**src/rtl/mf_align_pkg.sv**
```systemverilog
package mf_align_pkg;
  // strobes from control to datapath
  typedef struct packed {
    logic realign;      // restart the phase and the request window
    logic markAligned;  // an enabled edge was seen
    logic clrAligned;   // processing disabled
  } mfStrobe_t;
endpackage

```
**src/rtl/mf_align_ctrl.sv**
```systemverilog
module mf_align_ctrl
  import mf_align_pkg::*;
(
  input  logic      clk,
  input  logic      rstN,
  input  logic      sysrefIn,
  input  logic      sysrefEn,
  input  logic      atLast,
  output logic      edgeSeen,
  output mfStrobe_t stb
);
  logic refNow;
  logic refPrev;

  always_ff @(posedge clk or negedge rstN) begin
    if (!rstN) begin
      refNow  <= 1'b0;
      refPrev <= 1'b0;
    end else begin
      refNow  <= sysrefIn;
      refPrev <= refNow;
    end
  end

  assign edgeSeen = refNow & ~refPrev;

  always_comb begin
    stb.realign     = sysrefEn & edgeSeen & ~atLast;
    stb.markAligned = sysrefEn & edgeSeen;
    stb.clrAligned  = ~sysrefEn;
  end
endmodule

```
**src/rtl/mf_align_dp.sv**
```systemverilog
module mf_align_dp
  import mf_align_pkg::*;
#(
  parameter int LEN_W  = 11,
  parameter int HOLD_W = 8
) (
  input  logic              clk,
  input  logic              rstN,
  input  mfStrobe_t         stb,
  input  logic [LEN_W-1:0]  mfLen,
  input  logic [HOLD_W-1:0] syncHold,
  output logic [LEN_W-1:0]  phase,
  output logic              atLast,
  output logic              lmfcTick,
  output logic              syncReqN,
  output logic              aligned
);
  localparam logic [LEN_W-1:0] ONE_L = LEN_W'(1);

  logic [HOLD_W-1:0] holdLeft;

  assign atLast = (phase >= (mfLen - ONE_L));

  always_ff @(posedge clk or negedge rstN) begin
    if (!rstN) begin
      phase <= '0;
    end else if (stb.realign || atLast) begin
      phase <= '0;
    end else begin
      phase <= phase + ONE_L;
    end
  end

  always_ff @(posedge clk or negedge rstN) begin
    if (!rstN) begin
      holdLeft <= '0;
    end else if (stb.realign) begin
      holdLeft <= syncHold;
    end else if (holdLeft != '0) begin
      holdLeft <= holdLeft - HOLD_W'(1);
    end
  end

  always_ff @(posedge clk or negedge rstN) begin
    if (!rstN) begin
      aligned <= 1'b0;
    end else if (stb.clrAligned) begin
      aligned <= 1'b0;
    end else if (stb.markAligned) begin
      aligned <= 1'b1;
    end
  end

  assign lmfcTick = (phase == '0);
  assign syncReqN = (holdLeft == '0);
endmodule

```
**src/rtl/mf_align_top.sv**
```systemverilog
module mf_align_top
  import mf_align_pkg::*;
#(
  parameter int LEN_W  = 11,
  parameter int HOLD_W = 8
) (
  input  logic              clk,
  input  logic              rstN,
  input  logic              sysrefIn,
  input  logic              sysrefEn,
  input  logic [LEN_W-1:0]  mfLen,
  input  logic [HOLD_W-1:0] syncHold,
  output logic              lmfcTick,
  output logic              syncReqN,
  output logic              aligned
);
  mfStrobe_t        stb;
  logic             atLast;
  logic             edgeSeen;
  logic [LEN_W-1:0] phase;

  mf_align_ctrl u_ctrl (
    .clk      (clk),
    .rstN     (rstN),
    .sysrefIn (sysrefIn),
    .sysrefEn (sysrefEn),
    .atLast   (atLast),
    .edgeSeen (edgeSeen),
    .stb      (stb)
  );

  mf_align_dp #(.LEN_W(LEN_W), .HOLD_W(HOLD_W)) u_dp (
    .clk      (clk),
    .rstN     (rstN),
    .stb      (stb),
    .mfLen    (mfLen),
    .syncHold (syncHold),
    .phase    (phase),
    .atLast   (atLast),
    .lmfcTick (lmfcTick),
    .syncReqN (syncReqN),
    .aligned  (aligned)
  );
endmodule

```
**config.mk**
```make
export PLATFORM = sky130hd
export DESIGN_NAME = mf_align_top
export DESIGN_NICKNAME = d
export VERILOG_FILES = /design/src/rtl/mf_align_pkg.sv /design/src/rtl/mf_align_ctrl.sv /design/src/rtl/mf_align_dp.sv /design/src/rtl/mf_align_top.sv
export SDC_FILE = /design/constraint.sdc
export NUM_CORES = 1
export LEC_CHECK = 0
export BUFFER_PORTS_ARGS = -buffer_cell sky130_fd_sc_hd__buf_2
export CORE_ASPECT_RATIO = 0.9
export CORE_MARGIN = 8
export CORE_UTILIZATION = 55
export DETAILED_ROUTE_END_ITERATION = 8
export PLACE_DENSITY_LB_ADDON = 0.2
export SYNTH_ARGS = -nofsm -noshare
export SYNTH_HDL_FRONTEND = slang
export SYNTH_SLANG_ARGS = --single-unit
```
**constraint.sdc**
```tcl
create_clock -name clk -period 2.5 [get_ports clk]
set_input_delay 0.375 -clock clk [delete_from_list [all_inputs] [get_ports clk]]
set_output_delay 0.375 -clock clk [all_outputs]
set_load 0.01 [all_outputs]
```
== After elaboration in Yosys (flattened, before gate mapping) ==
Cells that the tools add are included.

* Add/subtract/negate cells: 3
* $lt $le $gt $ge: 1
* Eq/ne operators: 1
* Muxes and demuxes: 5
* Bitwise gates (word level): 5
* Reduce and logical (&&, ||, !) cells: 5

{| class="wikitable"
|+ Operators with widths
! operator !! count
|-
| $mux W8 || 2
|-
| $add A11 B1 Y11 const B || 1
|-
| $ge A11 B11 Y1 || 1
|-
| $logic_not A11 Y1 || 1
|-
| $mux W11 || 1
|-
| $sub A11 B1 Y11 const B || 1
|-
| $logic_not A8 Y1 || 1
|-
| $reduce_bool A8 Y1 || 1
|-
| $sub A8 B1 Y8 const B || 1
|-
| $and A1 B1 Y1 || 3
|-
| $mux W1 || 2
|-
| $ne A2 B1 Y1 const B || 1
|-
| $not A1 Y1 || 2
|-
| $reduce_bool A2 Y1 || 1
|-
| $logic_or A1 B1 Y1 || 1
|}

* Register bits: 22
* Input bits: 23
* Output and inout bits: 3
* Word-level logic and storage cells: 25

== Longest topological paths before layout ==
Gate-level depths: netlist of the first run.

* Depth in word-level cells: 6
* Depth in mapped cells: 12
* Gate-level depth less buffers: 11

== Modules after synthesis ==
A second synthesis of the first run with hierarchy kept.

* Cells, all modules: 163
* Area total of the unflattened synthesis: 1555.2 um^2

{| class="wikitable"
|+ By module, submodules not included
! module !! instances !! cells an instance !! area each (um^2) !! sequential area each (um^2)
|-
| mf_align_dp || 1 || 157 || 1470.2 || 500.5
|-
| mf_align_ctrl || 1 || 6 || 85.1 || 50.0
|}

== Worst setup path before layout of the first run ==
No wires, ideal clock.

* Path type: input to register
* Start: in mfLen[2]
* End: reg u_dp.holdLeft[0]
* Setup time: 0.125 ns
* Data arrival time: 2.523 ns
* Required time: 2.375 ns
* Setup slack: -0.148 ns
* Cell stages on the path: 10
* Buffers on the path: 0
* Path through: nor4_1 -> nand2_1 -> nor3_1 -> xnor2_1 -> ha_1 -> a21oi_1 -> nor2b_1 -> o21ai_0 -> nand4b_1 -> mux2_4

* Cells in the longest elaborated chain, start to end: 5

{| class="wikitable"
|+ RTL lines
! item !! line !! text
|-
| start: declaration || mf_align_top.sv:11 || <nowiki>input logic [LEN_W-1:0] mfLen,</nowiki>
|-
| $sub A11 B1 Y11 * || mf_align_dp.sv:22 || <nowiki>assign atLast = (phase >= (mfLen - ONE_L));</nowiki>
|-
| $ge A11 B11 Y1 * || mf_align_dp.sv:22 ||
|-
| $not A1 Y1 * || mf_align_ctrl.sv:28 || <nowiki>stb.realign = sysrefEn & edgeSeen & ~atLast;</nowiki>
|-
| $and A1 B1 Y1 * || mf_align_ctrl.sv:28 ||
|-
| $mux W8 or $reduce_bool A2 Y1 (tied branches) || - ||
|-
| end signal: assignment || mf_align_dp.sv:38 || <nowiki>holdLeft <= syncHold;</nowiki>
|-
| end signal: assignment || mf_align_dp.sv:40 || <nowiki>holdLeft <= holdLeft - HOLD_W'(1);</nowiki>
|-
| end: declaration || mf_align_dp.sv:20 || <nowiki>logic [HOLD_W-1:0] holdLeft;</nowiki>
|}

Every way passes the cells marked *; elsewhere a longest branch is shown, timed or not.
A chain may end at the register's enable or synchronous reset.

== Worst setup path after layout of the first run ==
* Start: reg u_dp.holdLeft[4]
* End: out syncReqN

* Cells in the longest elaborated chain, start to end: 1

{| class="wikitable"
|+ RTL lines
! item !! line !! text
|-
| $logic_not A8 Y1 || mf_align_dp.sv:55 || <nowiki>assign syncReqN = (holdLeft == '0);</nowiki>
|-
| end: declaration || mf_align_top.sv:14 || <nowiki>output logic syncReqN,</nowiki>
|}

No other way between the ends.

==> flow_summary.ini, run 1 <==
[critical_path]
critPathCaptureType = primary output
max_stage_delay_ns = 0.57
cp.arrival_ns = 1.97
timing.rr.end = u_dp.holdLeft[0]
required_ns = 2.12
crit_type = flip-flop to primary output
r2r_start = u_dp.phase[6]
cp_slowest_cell = or4_4
critical_path_peak_fanout = 7
r2r_slack_ns = 0.51
crit_chain = or4_4, nor4b_4, buf_2
reg2reg_depth = 7
critPathLaunchType = flip-flop

[cts]
clkTransAtPathRegs_ns = 0.13
cts_max_path_buffers = 2
cts_setup_buffers = 0
cts_buffers = 3
cts_hold_buffers = 0
clk_latency_ns = 0.31
root_buffer = clkbuf_4
cts_resized = 0
clock_sinks = 22
htree_levels = 1
cts_tree = done

[sta]
hold_violations = 0
holdWs_ns = 0.00185
setup_viol = 0
clock_skew_ns = 0.00932
slew_headroom_pct = 67.9
finalCritPeriodShare_pct = 93.8
tightest_slew_ns = 0.482
fin_crit_ns = 2.34
slew_violations = 0
rsz0062_at_grt = no
fmax_ghz = 0.427

[die]
die_y_um = 66.0
start_util_pct = 56.6
die-area_sq_um = 4730
row_count = 18
ioPinCount = 26
core_sq_um = 2700
die_width_um = 71.6

[drt]
dr.pass1.iters = 4
routed_wl_um = 3380
wl_per_cell_um = 14.8
drcViolationCount = 0
ant_nets = 0
drt_iter0_drc = 41
via_per_inst = 5.59
vias = 1280

[logic_synthesis]
synth_cell_types = 27
syn_area_sq_um = 1530
syn-num-nets = 201
synth_cells = 162
yosysWarningCount = 0
syn_area_per_cell_sq_um = 9.44
synth_seq_cells = 22
seq_area_frac_synth_pct = 36.0

[placed_design]
gp_congestion = 0.838
placed_area_sq_um = 1780
io_buffers = 25
dp_hpwl_um = 2740

[pwr]
power.leakage_nw = 0.861
power_mw = 1.39
pwr_density_cell_nw_per_um2 = 759
vdd_drop_max_mv = 0.464

[run_status]
outcome = completed

[job]
maxCapViolations = 0

[grt]
grt_pass1_wl_um = 5690
grt_max_degree = 23
grt_util_all_layers_pct = 14.9
antenna_found_initial = 0
overflow = 0
first_global_vias = 1291

[finish]
antennaDiodeCount = 0
syn_to_final_growth_pct = 20.0
final_area_sq_um = 1830
drive_gt1_share_pct = 25.6
layout.nets = 239

[worst_hold_path]
hold_path.class = primary input to async pin
-- state kept, by name (all words and copies together), names as in the netlist --
register and count:
u_ctrl.refNow 1, u_dp.holdLeft 8, u_ctrl.refPrev 1, u_dp.phase 11, u_dp.aligned 1
-- metal layers --
layer | share of wire (%) | vias up | GRT usage, %
met2 | 48 | 26 | 25.5
met4 | 0.50 | 0 | 3.31
met1 | 47 | 612 | 17.9
li1 | - | 640 | -
met3 | 5.0 | 2 | 4.55
met5 | 0 | - | 0
-- final cells by class --
cell class | instances | area, sq um
timing repair buffer | 34 | 193
fill | 238 | 868
clock buffer | 3 | 22.5
sequential | 22 | 551
clock inverter | 1 | 30.0
multi-input combinational | 127 | 956
inverter | 12 | 45.0
tap | 30 | 37.5
-- how the worst max path moves through the flow --
stage	from	end	slack, ns	cells after the start
2_1_floorplan	mfLen[2]	u_dp.holdLeft[0]	0.02	10
3_3_place_gp	mfLen[2]	u_dp.holdLeft[0]	-0.09	12
3_5_place_dp	mfLen[2]	u_dp.holdLeft[0]	-0.15	12
4_1_cts	u_dp.holdLeft[4]	syncReqN	0.17	3
5_1_grt	mfLen[2]	u_dp.holdLeft[0]	0.07	11
6_report	u_dp.holdLeft[4]	syncReqN	0.16	3
-- cell usage in the layout, fill, tap and decap left out, drive strengths merged, types with 7 or more instances in the layout --
cell   count
inv       12
ha        16
nand4      7
dfrtp     22
xnor2     13
nand3      7
nor2      24
xor2       9
buf       34
nand2      9
mux2       8
-- where the power goes --
part,total [mW],internal (mW),switching (mW)
clock,0.273,0.162,0.111
sequential,0.590,0.456,0.134
combinational,0.529,0.279,0.250
-- critical path, delay by kind of cell (launching register included) --
kind          cells  cell delay [ns]
simple gates      2             1.01
buf+inv           1             0.22
flops             1             0.43
-- kinds of logic (layout without fill, tap and decap cells) --
family                   after synthesis  after routing  share of synthesized area (%)
AO/OA/AOI/OAI                         12             12                           4.17
multiplexers                          10             10                           7.45
buffers and inverters                 13             50                           3.19
AND/OR/NAND/NOR                       67             67                           23.5
XOR/XNOR                              22             22                           12.6
adder cells (fa/ha/maj)               16             16                           13.1
flip-flops                            22             22                           36.0
-- metrics by stage --
stage | TNS (ns) | std cells | util, % | setup WS (ns)
floorplan | 0 | 162 | - | 0.0168
global placement | -0.543 | 225 | 65.9 | -0.0937
detailed placement | -1.01 | 225 | 65.9 | -0.145
CTS | 0 | 229 | 67.9 | 0.168
global route | 0 | 229 | 67.9 | 0.0650
finish | 0 | 229 | 67.9 | 0.156
-- Yosys cell counts --
cell type | n | area share, %
nor2_1 | 24 | 5.9
mux2i_1 | 2 | 1.3
xor2_1 | 9 | 5.2
and4b_1 | 1 | 0.65
or4_4 | 1 | 0.74
dfrtp_1 | 22 | 36
nand3_1 | 7 | 2.3
o21ai_0 | 4 | 1.3
nor3_1 | 4 | 1.3
xnor2_1 | 13 | 7.4
nor4_1 | 6 | 2.5
mux2_4 | 1 | 0.98
and4_1 | 1 | 0.57
clkbuf_1 | 1 | 0.25
nand3b_1 | 2 | 0.98
a21oi_1 | 6 | 2.0
o21a_1 | 1 | 0.49
nand4_1 | 7 | 2.9
nand2_1 | 9 | 2.2
mux2_2 | 7 | 5.2
nor4b_4 | 1 | 1.6
inv_1 | 12 | 2.9
ha_1 | 16 | 13
a31oi_1 | 1 | 0.41
nor2b_1 | 2 | 0.82
nor4b_1 | 1 | 0.57
nand4b_1 | 1 | 0.57
Power figures use the tool's default switching activity.
==> run 2, diff against run 1 <==
--- a/config.mk
+++ b/config.mk
@@ -11,6 +11,7 @@
 export CORE_UTILIZATION = 55
 export DETAILED_ROUTE_END_ITERATION = 8
 export PLACE_DENSITY_LB_ADDON = 0.2
+export REMOVE_ABC_BUFFERS = 1
 export SYNTH_ARGS = -nofsm -noshare
 export SYNTH_HDL_FRONTEND = slang
 export SYNTH_SLANG_ARGS = --single-unit
==> flow_summary.ini, run 2 (same netlist as run 1, synthesis figures left out) <==
[critical_path]
crit_chain = or4_4, nor4b_4, buf_2
crit_type = flip-flop to primary output
worst-path-buf-inv = 1
worstSetupStartpoint = u_dp.holdLeft[4]
critPathCaptureType = primary output
r2r_slack_ns = 0.51
r2r_start = u_dp.phase[6]
required_ns = 2.12
timing.rr.end = u_dp.holdLeft[1]
critical_path_peak_fanout = 7
cp.arrival_ns = 1.95
reg2reg_depth = 7
crit_family = simple AND/OR/NAND/NOR gates
critPathLaunchType = flip-flop
max_stage_delay_ns = 0.57
critPathCapture = syncReqN
cp_slowest_cell = or4_4
cp.depth = 3

[finish]
layout.nets = 238
multi_input_area_sq_um = 941
largest_register_ffs = 11
final_common_cell = buf_2
final_cell_mix = 25 x buf_2, 24 x nor2_1, 22 x dfrtp_1, 16 x ha_1, 13 x xnor2_1
drive_gt1_share_pct = 24.7
fin_util_pct = 67.0
register_area_sq_um = 551
fillers = 223
syn_to_final_growth_pct = 18.5
antennaDiodeCount = 0
top_register = u_dp.phase
largestRegisters = u_dp.phase (11), u_dp.holdLeft (8)

[cts]
clk_latency_ns = 0.31
cts_max_path_buffers = 2
cts_tree = done
cts_buffers = 3
clock_sinks = 22
clkTransAtPathRegs_ns = 0.13
root_buffer = clkbuf_4
htree_levels = 1

[grt]
grt_max_degree = 23
grt_pass1_wl_um = 5190
antenna_found_initial = 0
first_global_vias = 1207
overflow = 0
grt_util_all_layers_pct = 13.6

[drt]
wl_per_cell_um = 13.9
via_per_inst = 5.56
dr.pass1.iters = 5
wl_met1_um = 1420
drt_iter0_drc = 43
top_layer_used = met4
route.met2.wl_um = 1510
routed_wl_um = 3160
met3WireLength_um = 204
drcViolationCount = 0
ant_nets = 0
vias = 1268

[pwr]
power_mw = 1.37
vdd_drop_max_mv = 0.389
power.leakage_nw = 0.855
pwr_density_cell_nw_per_um2 = 758

[sta]
slew_violations = 0
clock_skew_ns = 0.00970
holdWs_ns = 0.00265
slew_headroom_pct = 68.4
setup_viol = 0
hold_violations = 0
fmax_ghz = 0.430
fin_crit_ns = 2.32
tightest_slew_ns = 0.475
finalCritPeriodShare_pct = 92.9

[worst_hold_path]
hold_path.class = primary input to async pin

[die]
row_count = 18
die-area_sq_um = 4730
ioPinCount = 26
start_util_pct = 56.6
die_y_um = 66.0
core_sq_um = 2700
die_width_um = 71.6

[placed_design]
dp_hpwl_um = 2560
io_buffers = 25
gp_congestion = 0.821

[run_status]
outcome = completed

[job]
maxCapViolations = 0
==> run 2: cell count changes in the layout (fill, tap and decap cells not counted), sizes merged <==
cell,delta
buf,-1
==> run 2: worst min-delay path by stage <==
| stage | from | endpoint | slack, ns |
|---|---|---|---|
| finish | rstN | u_dp.phase[9] | 0.003 |
| global placement | rstN | u_dp.holdLeft[4] | 0.35 |
| floorplan | rstN | u_ctrl.refNow | 0.08 |
| detailed placement | rstN | u_dp.holdLeft[2] | 0.36 |
| CTS | rstN | u_dp.holdLeft[7] | 0.004 |
| global route | rstN | u_dp.aligned | 0.04 |
==> run 2: area by class of cell <==
type,instances,share of cell area [%]
clock buffer,3,1.24
clock inverter,1,1.66
inverter,12,2.49
multi-input combinational,127,51.9
sequential,22,30.4
tap,30,2.07
timing repair buffer,33,10.2
==> run 2: per-layer routing <==
metal / vias to the layer above / track usage, %
met3: 2 / 3.79
li1: 639 / -
met1: 591 / 17.4
met4: 0 / 3.05
met5: - / 0
met2: 36 / 22.2
==> run 2: power by group <==
part           internal (mW)  switching (mW)  leakage, nW
Combinational          0.274           0.238        0.551
Sequential             0.456           0.137        0.276
Clock                  0.162           0.107       0.0279
==> run 2: stage by stage <==
stage,setup TNS [ns],cell area (sq um),std cells,setup WS (ns)
floorplan,-0.919,1530,161,-0.148
global placement,-1.06,1750,224,-0.170
detailed placement,-1.39,1750,224,-0.212
CTS,0,1800,228,0.108
global route,-0.00376,1810,228,-0.00163
finish,0,1810,228,0.177
==> run 2: timing repair <==
item | CTS | global route
gates resized for setup | 0 | 4
hold endpoints to repair | 0 | 0
setup buffers | 0 | 0
endpoints found under the setup margin | 0 | 7
hold buffers | 0 | 0
